===== src/rtl/dtc_pkg.sv =====
package dtc_pkg;
  localparam int PRE_BITS = 3;
  localparam int MUL_BITS = 2;

  localparam int A_CTRL   = 0;
  localparam int A_PERIOD = 1;
  localparam int A_STATUS = 2;
  localparam int A_DLY0   = 4;

  localparam int B_EN   = 0;
  localparam int B_CONT = 1;
  localparam int B_MODE = 2;
  localparam int B_LDOK = 4;
  localparam int B_SWT  = 5;
  localparam int B_SRC  = 6;
  localparam int B_IE   = 7;
  localparam int B_PRE  = 8;
  localparam int B_MUL  = 11;

  typedef enum logic [1:0] {
    LD_NOW    = 2'b00,
    LD_WRAP   = 2'b01,
    LD_TRIG   = 2'b10,
    LD_EITHER = 2'b11
  } ld_mode_e;

  typedef struct packed {
    logic [MUL_BITS-1:0] mul_sel;
    logic [PRE_BITS-1:0] pre_sel;
    logic                ie;
    logic                sw_src;
    logic [1:0]          mode;
    logic                cont;
    logic                en;
  } ctrl_t;
endpackage


===== src/rtl/dtc_timebase.sv =====
module dtc_timebase
  import dtc_pkg::*;
#(
  parameter int CNT_W = 16
) (
  input  logic                clk,
  input  logic                rst,
  input  logic                en,
  input  logic                cont,
  input  logic [PRE_BITS-1:0] pre_sel,
  input  logic [MUL_BITS-1:0] mul_sel,
  input  logic                trig_evt,
  input  logic [CNT_W-1:0]    period_w,
  output logic [CNT_W-1:0]    cnt,
  output logic                cnt_upd,
  output logic                running,
  output logic                wrap_evt
);
  localparam int DIV_W = (2**PRE_BITS) + (2**MUL_BITS) - 1;
  localparam int SH_W  = $clog2(DIV_W);

  logic [DIV_W-1:0] pre_cnt;
  logic [DIV_W-1:0] div_m1;
  logic [SH_W-1:0]  shift;
  logic             tick;

  assign shift    = SH_W'(pre_sel) + SH_W'(mul_sel);
  assign div_m1   = (DIV_W'(1) << shift) - DIV_W'(1);
  assign tick     = running && (pre_cnt == div_m1);
  assign wrap_evt = tick && (cnt == period_w);

  always_ff @(posedge clk) begin
    if (rst || !en) begin
      cnt     <= '0;
      running <= 1'b0;
      pre_cnt <= '0;
      cnt_upd <= 1'b0;
    end else begin
      cnt_upd <= 1'b0;
      if (trig_evt) begin
        cnt     <= '0;
        running <= 1'b1;
        pre_cnt <= '0;
        cnt_upd <= 1'b1;
      end else if (running) begin
        if (tick) begin
          pre_cnt <= '0;
          if (cnt == period_w) begin
            if (cont) begin
              cnt     <= '0;
              cnt_upd <= 1'b1;
            end else begin
              running <= 1'b0;
            end
          end else begin
            cnt     <= cnt + CNT_W'(1);
            cnt_upd <= 1'b1;
          end
        end else begin
          pre_cnt <= pre_cnt + DIV_W'(1);
        end
      end
    end
  end
endmodule


===== src/rtl/dtc_chan.sv =====
module dtc_chan #(
  parameter int CNT_W = 16
) (
  input  logic             clk,
  input  logic             rst,
  input  logic [CNT_W-1:0] cnt,
  input  logic             cnt_upd,
  input  logic [CNT_W-1:0] dly,
  input  logic             ack_hit,
  input  logic             ack_err,
  output logic             pulse,
  output logic             hit,
  output logic             err
);
  logic match;

  assign match = cnt_upd && (cnt == dly);

  always_ff @(posedge clk) begin
    if (rst) begin
      pulse <= 1'b0;
      hit   <= 1'b0;
      err   <= 1'b0;
    end else begin
      pulse <= match;
      // a new match wins over an acknowledge on the same edge
      if (match)        hit <= 1'b1;
      else if (ack_hit) hit <= 1'b0;
      if (match && hit && !ack_hit) err <= 1'b1;
      else if (ack_err)             err <= 1'b0;
    end
  end
endmodule


===== src/rtl/dtc_regs.sv =====
module dtc_regs
  import dtc_pkg::*;
#(
  parameter int CNT_W = 16,
  parameter int NCH   = 2,
  parameter int AW    = 4
) (
  input  logic                      clk,
  input  logic                      rst,
  input  logic                      bus_we,
  input  logic [AW-1:0]             bus_addr,
  input  logic [31:0]               bus_wdata,
  output logic [31:0]               bus_rdata,
  input  logic                      trig_in,
  input  logic                      wrap_evt,
  input  logic [NCH-1:0]            hit,
  input  logic [NCH-1:0]            err,
  output ctrl_t                     ctrl,
  output logic                      trig_evt,
  output logic                      ldok_pend,
  output logic                      ldok_wr,
  output logic [CNT_W-1:0]          period_w,
  output logic [NCH-1:0][CNT_W-1:0] dly_w,
  output logic [NCH-1:0]            ack_hit,
  output logic [NCH-1:0]            ack_err
);
  logic [CNT_W-1:0]          period_b;
  logic [NCH-1:0][CNT_W-1:0] dly_b;
  logic                      wr_ctrl, wr_stat, sw_wr, trig_q, load;
  logic [31:0]               rd_nxt;
  logic                      unused_wbits;

  assign unused_wbits = ^bus_wdata;
  assign wr_ctrl  = bus_we && (bus_addr == AW'(A_CTRL));
  assign wr_stat  = bus_we && (bus_addr == AW'(A_STATUS));
  assign ldok_wr  = wr_ctrl && bus_wdata[B_LDOK];
  assign sw_wr    = wr_ctrl && bus_wdata[B_SWT];
  assign trig_evt = ctrl.en && (ctrl.sw_src ? sw_wr : (trig_in && !trig_q));
  assign load     = ldok_pend && ((ctrl.mode == LD_NOW)
                                  || (ctrl.mode[0] && wrap_evt)
                                  || (ctrl.mode[1] && trig_evt));
  assign ack_hit  = wr_stat ? bus_wdata[NCH-1:0]     : '0;
  assign ack_err  = wr_stat ? bus_wdata[2*NCH-1:NCH] : '0;

  always_ff @(posedge clk) begin
    if (rst) begin
      ctrl      <= '0;
      ldok_pend <= 1'b0;
      trig_q    <= 1'b0;
      period_b  <= '0;
      period_w  <= '0;
      dly_b     <= '0;
      dly_w     <= '0;
    end else begin
      trig_q <= trig_in;
      if (wr_ctrl) begin
        ctrl.en      <= bus_wdata[B_EN];
        ctrl.cont    <= bus_wdata[B_CONT];
        ctrl.mode    <= bus_wdata[B_MODE +: 2];
        ctrl.sw_src  <= bus_wdata[B_SRC];
        ctrl.ie      <= bus_wdata[B_IE];
        ctrl.pre_sel <= bus_wdata[B_PRE +: PRE_BITS];
        ctrl.mul_sel <= bus_wdata[B_MUL +: MUL_BITS];
      end
      if (ldok_wr)   ldok_pend <= 1'b1;
      else if (load) ldok_pend <= 1'b0;
      if (bus_we && (bus_addr == AW'(A_PERIOD))) period_b <= bus_wdata[CNT_W-1:0];
      for (int i = 0; i < NCH; i++) begin
        if (bus_we && (bus_addr == AW'(A_DLY0 + i))) dly_b[i] <= bus_wdata[CNT_W-1:0];
      end
      if (load) begin
        period_w <= period_b;
        dly_w    <= dly_b;
      end
    end
  end

  always_comb begin
    rd_nxt = '0;
    if (bus_addr == AW'(A_CTRL))
      rd_nxt = {19'd0, ctrl.mul_sel, ctrl.pre_sel, ctrl.ie, ctrl.sw_src,
                1'b0, ldok_pend, ctrl.mode, ctrl.cont, ctrl.en};
    else if (bus_addr == AW'(A_PERIOD))
      rd_nxt = 32'(period_b);
    else if (bus_addr == AW'(A_STATUS))
      rd_nxt = 32'({err, hit});
    for (int i = 0; i < NCH; i++) begin
      if (bus_addr == AW'(A_DLY0 + i)) rd_nxt = 32'(dly_b[i]);
    end
  end

  always_ff @(posedge clk) begin
    if (rst) bus_rdata <= '0;
    else     bus_rdata <= rd_nxt;
  end
endmodule


===== src/rtl/dly_trig_ctr.sv =====
module dly_trig_ctr
  import dtc_pkg::*;
#(
  parameter int CNT_W = 16,
  parameter int NCH   = 2,
  parameter int AW    = 4
) (
  input  logic           clk,
  input  logic           rst,
  input  logic           bus_we,
  input  logic [AW-1:0]  bus_addr,
  input  logic [31:0]    bus_wdata,
  output logic [31:0]    bus_rdata,
  input  logic           trig_in,
  output logic [NCH-1:0] ch_pulse,
  output logic           irq
);
  ctrl_t                     ctrl;
  logic                      trig_evt, ldok_pend, ldok_wr, wrap_evt, running, cnt_upd;
  logic [CNT_W-1:0]          cnt, period_w;
  logic [NCH-1:0][CNT_W-1:0] dly_w;
  logic [NCH-1:0]            hit, err, ack_hit, ack_err;
  logic                      en, ie;
  logic [1:0]                ldmode;

  assign en     = ctrl.en;
  assign ie     = ctrl.ie;
  assign ldmode = ctrl.mode;

  dtc_regs #(.CNT_W(CNT_W), .NCH(NCH), .AW(AW)) u_regs (
    .clk(clk), .rst(rst), .bus_we(bus_we), .bus_addr(bus_addr),
    .bus_wdata(bus_wdata), .bus_rdata(bus_rdata), .trig_in(trig_in),
    .wrap_evt(wrap_evt), .hit(hit), .err(err), .ctrl(ctrl),
    .trig_evt(trig_evt), .ldok_pend(ldok_pend), .ldok_wr(ldok_wr),
    .period_w(period_w), .dly_w(dly_w), .ack_hit(ack_hit), .ack_err(ack_err)
  );

  dtc_timebase #(.CNT_W(CNT_W)) u_tb (
    .clk(clk), .rst(rst), .en(en), .cont(ctrl.cont),
    .pre_sel(ctrl.pre_sel), .mul_sel(ctrl.mul_sel), .trig_evt(trig_evt),
    .period_w(period_w), .cnt(cnt), .cnt_upd(cnt_upd),
    .running(running), .wrap_evt(wrap_evt)
  );

  for (genvar g = 0; g < NCH; g++) begin : g_ch
    dtc_chan #(.CNT_W(CNT_W)) u_ch (
      .clk(clk), .rst(rst), .cnt(cnt), .cnt_upd(cnt_upd), .dly(dly_w[g]),
      .ack_hit(ack_hit[g]), .ack_err(ack_err[g]),
      .pulse(ch_pulse[g]), .hit(hit[g]), .err(err[g])
    );
  end

  always_ff @(posedge clk) begin
    if (rst) irq <= 1'b0;
    else     irq <= ie && (|err);
  end
endmodule


===== config.mk =====
export PLATFORM = sky130hd
export DESIGN_NAME = dly_trig_ctr
export DESIGN_NICKNAME = d
export VERILOG_FILES = /design/src/rtl/dtc_pkg.sv /design/src/rtl/dtc_timebase.sv /design/src/rtl/dtc_chan.sv /design/src/rtl/dtc_regs.sv /design/src/rtl/dly_trig_ctr.sv
export SDC_FILE = /design/constraint.sdc
export NUM_CORES = 1
export LEC_CHECK = 0
export CAP_MARGIN = 15
export CORE_MARGIN = 4
export CORE_UTILIZATION = 32
export CTS_CLUSTER_SIZE = 30
export DETAILED_ROUTE_END_ITERATION = 16
export PLACE_DENSITY_LB_ADDON = 0.2
export SLEW_MARGIN = 20
export SYNTH_ARGS = -nofsm -noshare
export SYNTH_HDL_FRONTEND = slang
export SYNTH_SLANG_ARGS = --single-unit

===== constraint.sdc =====
create_clock -name clk -period 4.4 [get_ports clk]
set_clock_uncertainty 0.2 [all_clocks]
set_input_delay 1.32 -clock clk [delete_from_list [all_inputs] [get_ports clk]]
set_output_delay 1.32 -clock clk [all_outputs]
set_load 0.005 [all_outputs]

# Word-level counts from Yosys, hierarchy flattened
# Index checks and enable logic that the tools add are counted.
word_totals:
  register_bits: 177
  latchBits: 0
  ramBits: 0
  mem_bits_ro: 0
  inputBits: 40
  output_inout_bits: 35
  elab_cells: 110
  mem_count: 0
op_classes:
  n_addsub: 4
  mul: 0
  div: 0
  order_cmp: 0
  n_eq_ne: 9
  shift: 1
  mux: 29
  bitwise_logic: 0
  n_reduce_logical: 39
op_table:
  columns: ["cell", "count"]
  rows:
  - ["2-to-1 mux 16 bit", 6]
  - ["== test 16 bit", 3]
  - ["logical AND 1 bit", 21]
  - ["2-to-1 mux 1 bit", 19]
  - ["adder 16 x 1 -> 16 bit, second input constant", 1]
  - ["adder 11 x 1 -> 11 bit, second input constant", 1]
  - ["== test 11 bit", 1]
  - ["2-to-1 mux 11 bit", 1]
  - ["left shift 1 x 4 -> 11 bit, first input constant", 1]
  - ["subtractor 11 x 2 -> 11 bit, second input constant", 1]
  - ["nonzero test 2 bit", 5]
  - ["== test 4 x 3 -> 1 bit, second input constant", 2]
  - ["OR reduction 5 bit", 1]
  - ["adder 3 x 2 -> 4 bit", 1]
  - ["== test 4 x 1 -> 1 bit, second input constant", 1]
  - ["== test 4 x 2 -> 1 bit, second input constant", 1]
  - ["zero test 1 bit", 4]
  - ["zero test 4 bit", 1]
  - ["2-to-1 mux 2 bit", 2]
  - ["2-to-1 mux 4 bit", 1]
  - ["OR reduction 2 bit", 2]
  - ["logical OR 1 bit", 3]
  - ["AND reduction 3 bit", 1]
  - ["zero test 2 bit", 1]
  - ["inequality test 2 bit, second input constant", 1]

# Logic depth before layout (Yosys ltp)
logic_depth:
  ltp_word: 12
  depth_mapped: 19
  ltp_nobuf: 15

# Hierarchy
# From an unflattened synthesis, not the netlist that was laid out.
unflattened:
  hier_cells: 851
  area_unflattened_um2: 7546.0
by_module_without_submodules:
  columns: ["module", "n_inst", "cells_per_inst", "area_each_um2", "seq_area_each_um2"]
  rows:
  - ["dtc_regs", 1, 510, 4780.8, 2502.4]
  - ["dtc_timebase", 1, 266, 2133.3, 580.6]
  - ["dtc_chan", 2, 36, 297.8, 60.1]
  - ["dly_trig_ctr", 1, 3, 36.3, 20.0]

# Least setup slack after synthesis
# OpenSTA, ideal clock, no wires.
synth_path:
  path_type: "reg-to-reg"
  from: "register, netlist name u_regs.ctrl[6]"
  to: "register u_tb.cnt[14]"
  setup_time_ns: 0.128
  arrival_time_ns: 4.158
  required_time_ns: 4.072
  path_slack_ns: -0.086
  stages_incl_launch_ff: 18
  path_buffers: 2
  period_less_slack_ns: 4.486
  path_cell_list: "dfxtp_1 ha_1 inv_1 fa_1 buf_4 a211oi_1 a21oi_1 or2_2 ha_1 or4_4 a31oi_1 and4b_4 a2111oi_4 nand4_1 buf_4 or4_1 xor2_1 nor2_1"
synth_via:
  elab_chain_len: 6
synth_lines:
  columns: ["element", "line", "source"]
  rows:
  - ["adder 3 x 2 -> 4 bit", "dtc_timebase.sv:27", "assign shift = SH_W'(pre_sel) + SH_W'(mul_sel);"]
  - ["left shift 1 x 4 -> 11 bit", "dtc_timebase.sv:28", "assign div_m1 = (DIV_W'(1) << shift) - DIV_W'(1);"]
  - ["subtractor 11 x 2 -> 11 bit", "dtc_timebase.sv:28", null]
  - ["== test 11 bit", "dtc_timebase.sv:29", "assign tick = running && (pre_cnt == div_m1);"]
  - ["logical AND 1 bit", "dtc_timebase.sv:29", null]
  - ["AND reduction 3 bit (no source line)", null, null]
  - ["end signal: assignment", "dtc_timebase.sv:56", "cnt <= cnt + CNT_W'(1);"]
  - ["end: declaration", "dtc_timebase.sv:14", "output logic [CNT_W-1:0] cnt,"]
# No other way between the ends.
# A chain may end at the register's enable or synchronous reset.

# Worst setup path after layout
layout_path:
  from: "register, netlist name u_regs.ctrl[9]"
  to: "register u_tb.cnt[4]"
layout_via:
  elab_chain_len: 6
layout_lines:
  columns: ["element", "line"]
  rows:
  - ["adder 3 x 2 -> 4 bit", "dtc_timebase.sv:27"]
  - ["left shift 1 x 4 -> 11 bit", "dtc_timebase.sv:28"]
  - ["subtractor 11 x 2 -> 11 bit", "dtc_timebase.sv:28"]
  - ["== test 11 bit", "dtc_timebase.sv:29"]
  - ["logical AND 1 bit", "dtc_timebase.sv:29"]
  - ["AND reduction 3 bit (no source line)", null]
# No other way between the ends.

==> impl_metrics.yaml <==
outcome:
  outcome: "complete, no violations"
place:
  dp_slack_ps: -144
  placed_cell_area_um2: 9630
  detailed_place_hpwl_mm: 18.4
  gp_congestion: 0.813
  dp_cells: 1454
  port_buffers: 42
critical_path:
  setup.worst_path.end_class: "register"
  worstPathArrival_ps: 4370
  cp-start-kind: "register"
  r2r_slack_ps: 190
  crit_fanout: 7
  path_class: "register to register"
  critical_path_required_ps: 4560
floorplan:
  die_w_um: 174
  die-area_um2: 30300
  core-area_um2: 27000
  die_y_um: 174
  io_pins: 75
  core.rowCount: 60
  start_util_pct: 32.6
sta:
  fin_ws_ps: 193
  fin_crit_sh_pct: 95.6
  drv_slew: 0
  period_needed_ps: 4210
  worstMarginPinSlew_ps: 1050
  fmax_mhz: 238
  finalSetupViolations: 0
  rsz0062_at_grt: "yes"
  finalSetupTns_ps: 0
  finalHoldViolations: 0
  slew_headroom_pct: 29.7
  whs_ps: 272
logic_synthesis:
  ys_types: 63
  yosysWarnings: 0
  synthCells: 1129
  yosys-top-cells-area: "dfxtp_1, nand2_1, a21oi_1"
  synth_top_area_share_pct: 36.5
  synth_edf_count: 0
  synth_seq_cells: 161
  syn-cell-area_um2: 8820
  synth_commonest_cells: "nand2_1, dfxtp_1, a21oi_1"
  yosysTopAreaCell: "dfxtp_1"
  postSynth.asyncResetShare_pct: 0
  synthMostInstantiatedCell: "nand2_1"
  synthFlopType: "dfxtp_1"
  synth-seq-area-share_pct: 36.5
  syn_avg_cell_area_um2: 7.81
global_routing:
  grt_pass1_wl_mm: 42.7
  grt_usage_pct: 17.6
  antenna_found_initial: 1
  grt_start_max_net_pins: 107
  overflow: 0
  grt_pass1_vias: 7369
final_layout:
  post-route-cell-area_um2: 10300
  fillers: 2814
  fin_cells: 1487
  multi_input_area_um2: 5150
  area_delta_synth_final_pct: 16.8
  drive_gt1_share_pct: 10.9
  num_antenna_cells: 0
  nets: 1179
  seqCellArea_um2: 3230
  fin_util_pct: 38.1
pwr:
  finalPower_mw: 3.18
  power_density_nw_per_um2: 309
  peakVddDrop_v: 0.000256
  p_leak_nw: 3.38
routing:
  vias_per_cell: 5.44
  drt_iter0_markers: 680
  wl_per_cell_um: 18.3
  firstDrtPassIters: 5
  routed_wl_mm: 27.2
  vias: 8087
  ant_nets: 0
  drc: 0
clock_tree:
  numCtsBuffers: 17
  cts_max_path_buffers: 2
  cts_tree: "yes"
  clkSlewWorstSetupHoldPaths_ps: 70
  htreeDepth: 4
  root_buffer: "clkbuf_16"
  postCtsHoldBufs: 0
  clk_latency_ps: 450
  clock-sinks: 161
hold_path:
  hp-class: "register to register"
flow_run:
  max_cap_violations: 0
layout make-up:
cell class	instances	share of cell area [%]
clock buffers	17	4.13
clock inverters	15	1.66
repair buffers	93	8.37
flip-flops and latches	161	31.4
well taps	341	4.14
multi-input cells	852	50.0
inverters	8	0.292
repair_timing:
item,CTS,global route
gates resized for setup,7,11
buffers inserted,1,0
setup endpoints to repair,19,72
pin swaps,4,4
path summary, 6_finish.rpt:
path	to	startpoint	cells after the start
max	u_tb.cnt[4]$_SDFFE_PP0P_	u_regs.ctrl[9]$_SDFFE_PP0P_	17
min	g_ch[0].u_ch.err$_SDFFE_PP0P_	g_ch[0].u_ch.err$_SDFFE_PP0P_	2
max reg2reg	u_tb.cnt[4]$_SDFFE_PP0P_	u_regs.ctrl[9]$_SDFFE_PP0P_	17
min reg2reg	g_ch[0].u_ch.err$_SDFFE_PP0P_	g_ch[0].u_ch.err$_SDFFE_PP0P_	2
cell families (layout without fill, tap and decap cells):
kind of cell	after synthesis	after routing	synth area share (%)
AND/OR/NAND/NOR	512	512	29.5
AO/OA/AOI/OAI	237	237	17.9
flip-flops	161	161	36.5
buffers and inverters	131	133	6.71
XOR/XNOR	74	74	7.43
multiplexers	7	7	0.879
adder cells (fa/ha/maj)	6	6	0.936
other	1	16	0.0425
power by group:
group | internal, mW | leakage, nW | switching [mW]
clock network | 0.807 | 0.287 | 0.709
logic | 0.0657 | 1.79 | 0.122
registers | 1.46 | 1.30 | 0.0101
total | 2.34 | 3.38 | 0.841
flip-flops by register name, indices dropped and copies added, names as in the netlist:
signal and flops:
u_regs.period_w 16, u_tb.cnt 16, u_regs.period_b 16, u_regs.dly_b 32, g_ch.u_ch.hit 2, u_tb.cnt_upd 1, u_regs.ctrl 11, u_regs.ldok_pend 1
g_ch.u_ch.pulse 2, u_regs.trig_q 1, u_regs.bus_rdata 16, u_tb.running 1, u_tb.pre_cnt 11, g_ch.u_ch.err 2, u_regs.dly_w 32, irq 1
critical path: stages (launching register included):
cell and delay [ps]:
dfxtp_4 370, ha_4 150, inv_1 50, fa_2 370, a211oi_4 200, buf_4 150, mux2i_1 70, nand3b_1 170
ha_2 200, or4_4 510, a31oi_1 140, and4b_4 240, a2111oi_4 240, nand4_1 160, buf_6 170, or2_4 240
or3_1 350, a21oi_1 150
metal layers:
metal  global-route usage (%)  up-vias  share of wire (%)
met4                     3.73        2                1.2
met1                     26.2     3854                 49
met5                        0        -              0.048
met2                     26.3      192                 44
li1                         -     4015                  -
met3                     3.68       24                5.3
placed cells by master (no fill, tap or decap), drive strengths merged, types with 13 or more instances in the layout:
master and count:
nand2b 13, o311ai 48, buf 52, dfxtp 161, xor2 26, clkbuf 17
nor4 16, conb 16, inv 14, nand3 20, nor3b 49, nand2 194
xnor2 48, clkdlybuf4s50 41, a21oi 119, nand4 64, nor2 94
No activity file was read; power rests on OpenSTA's default activity.
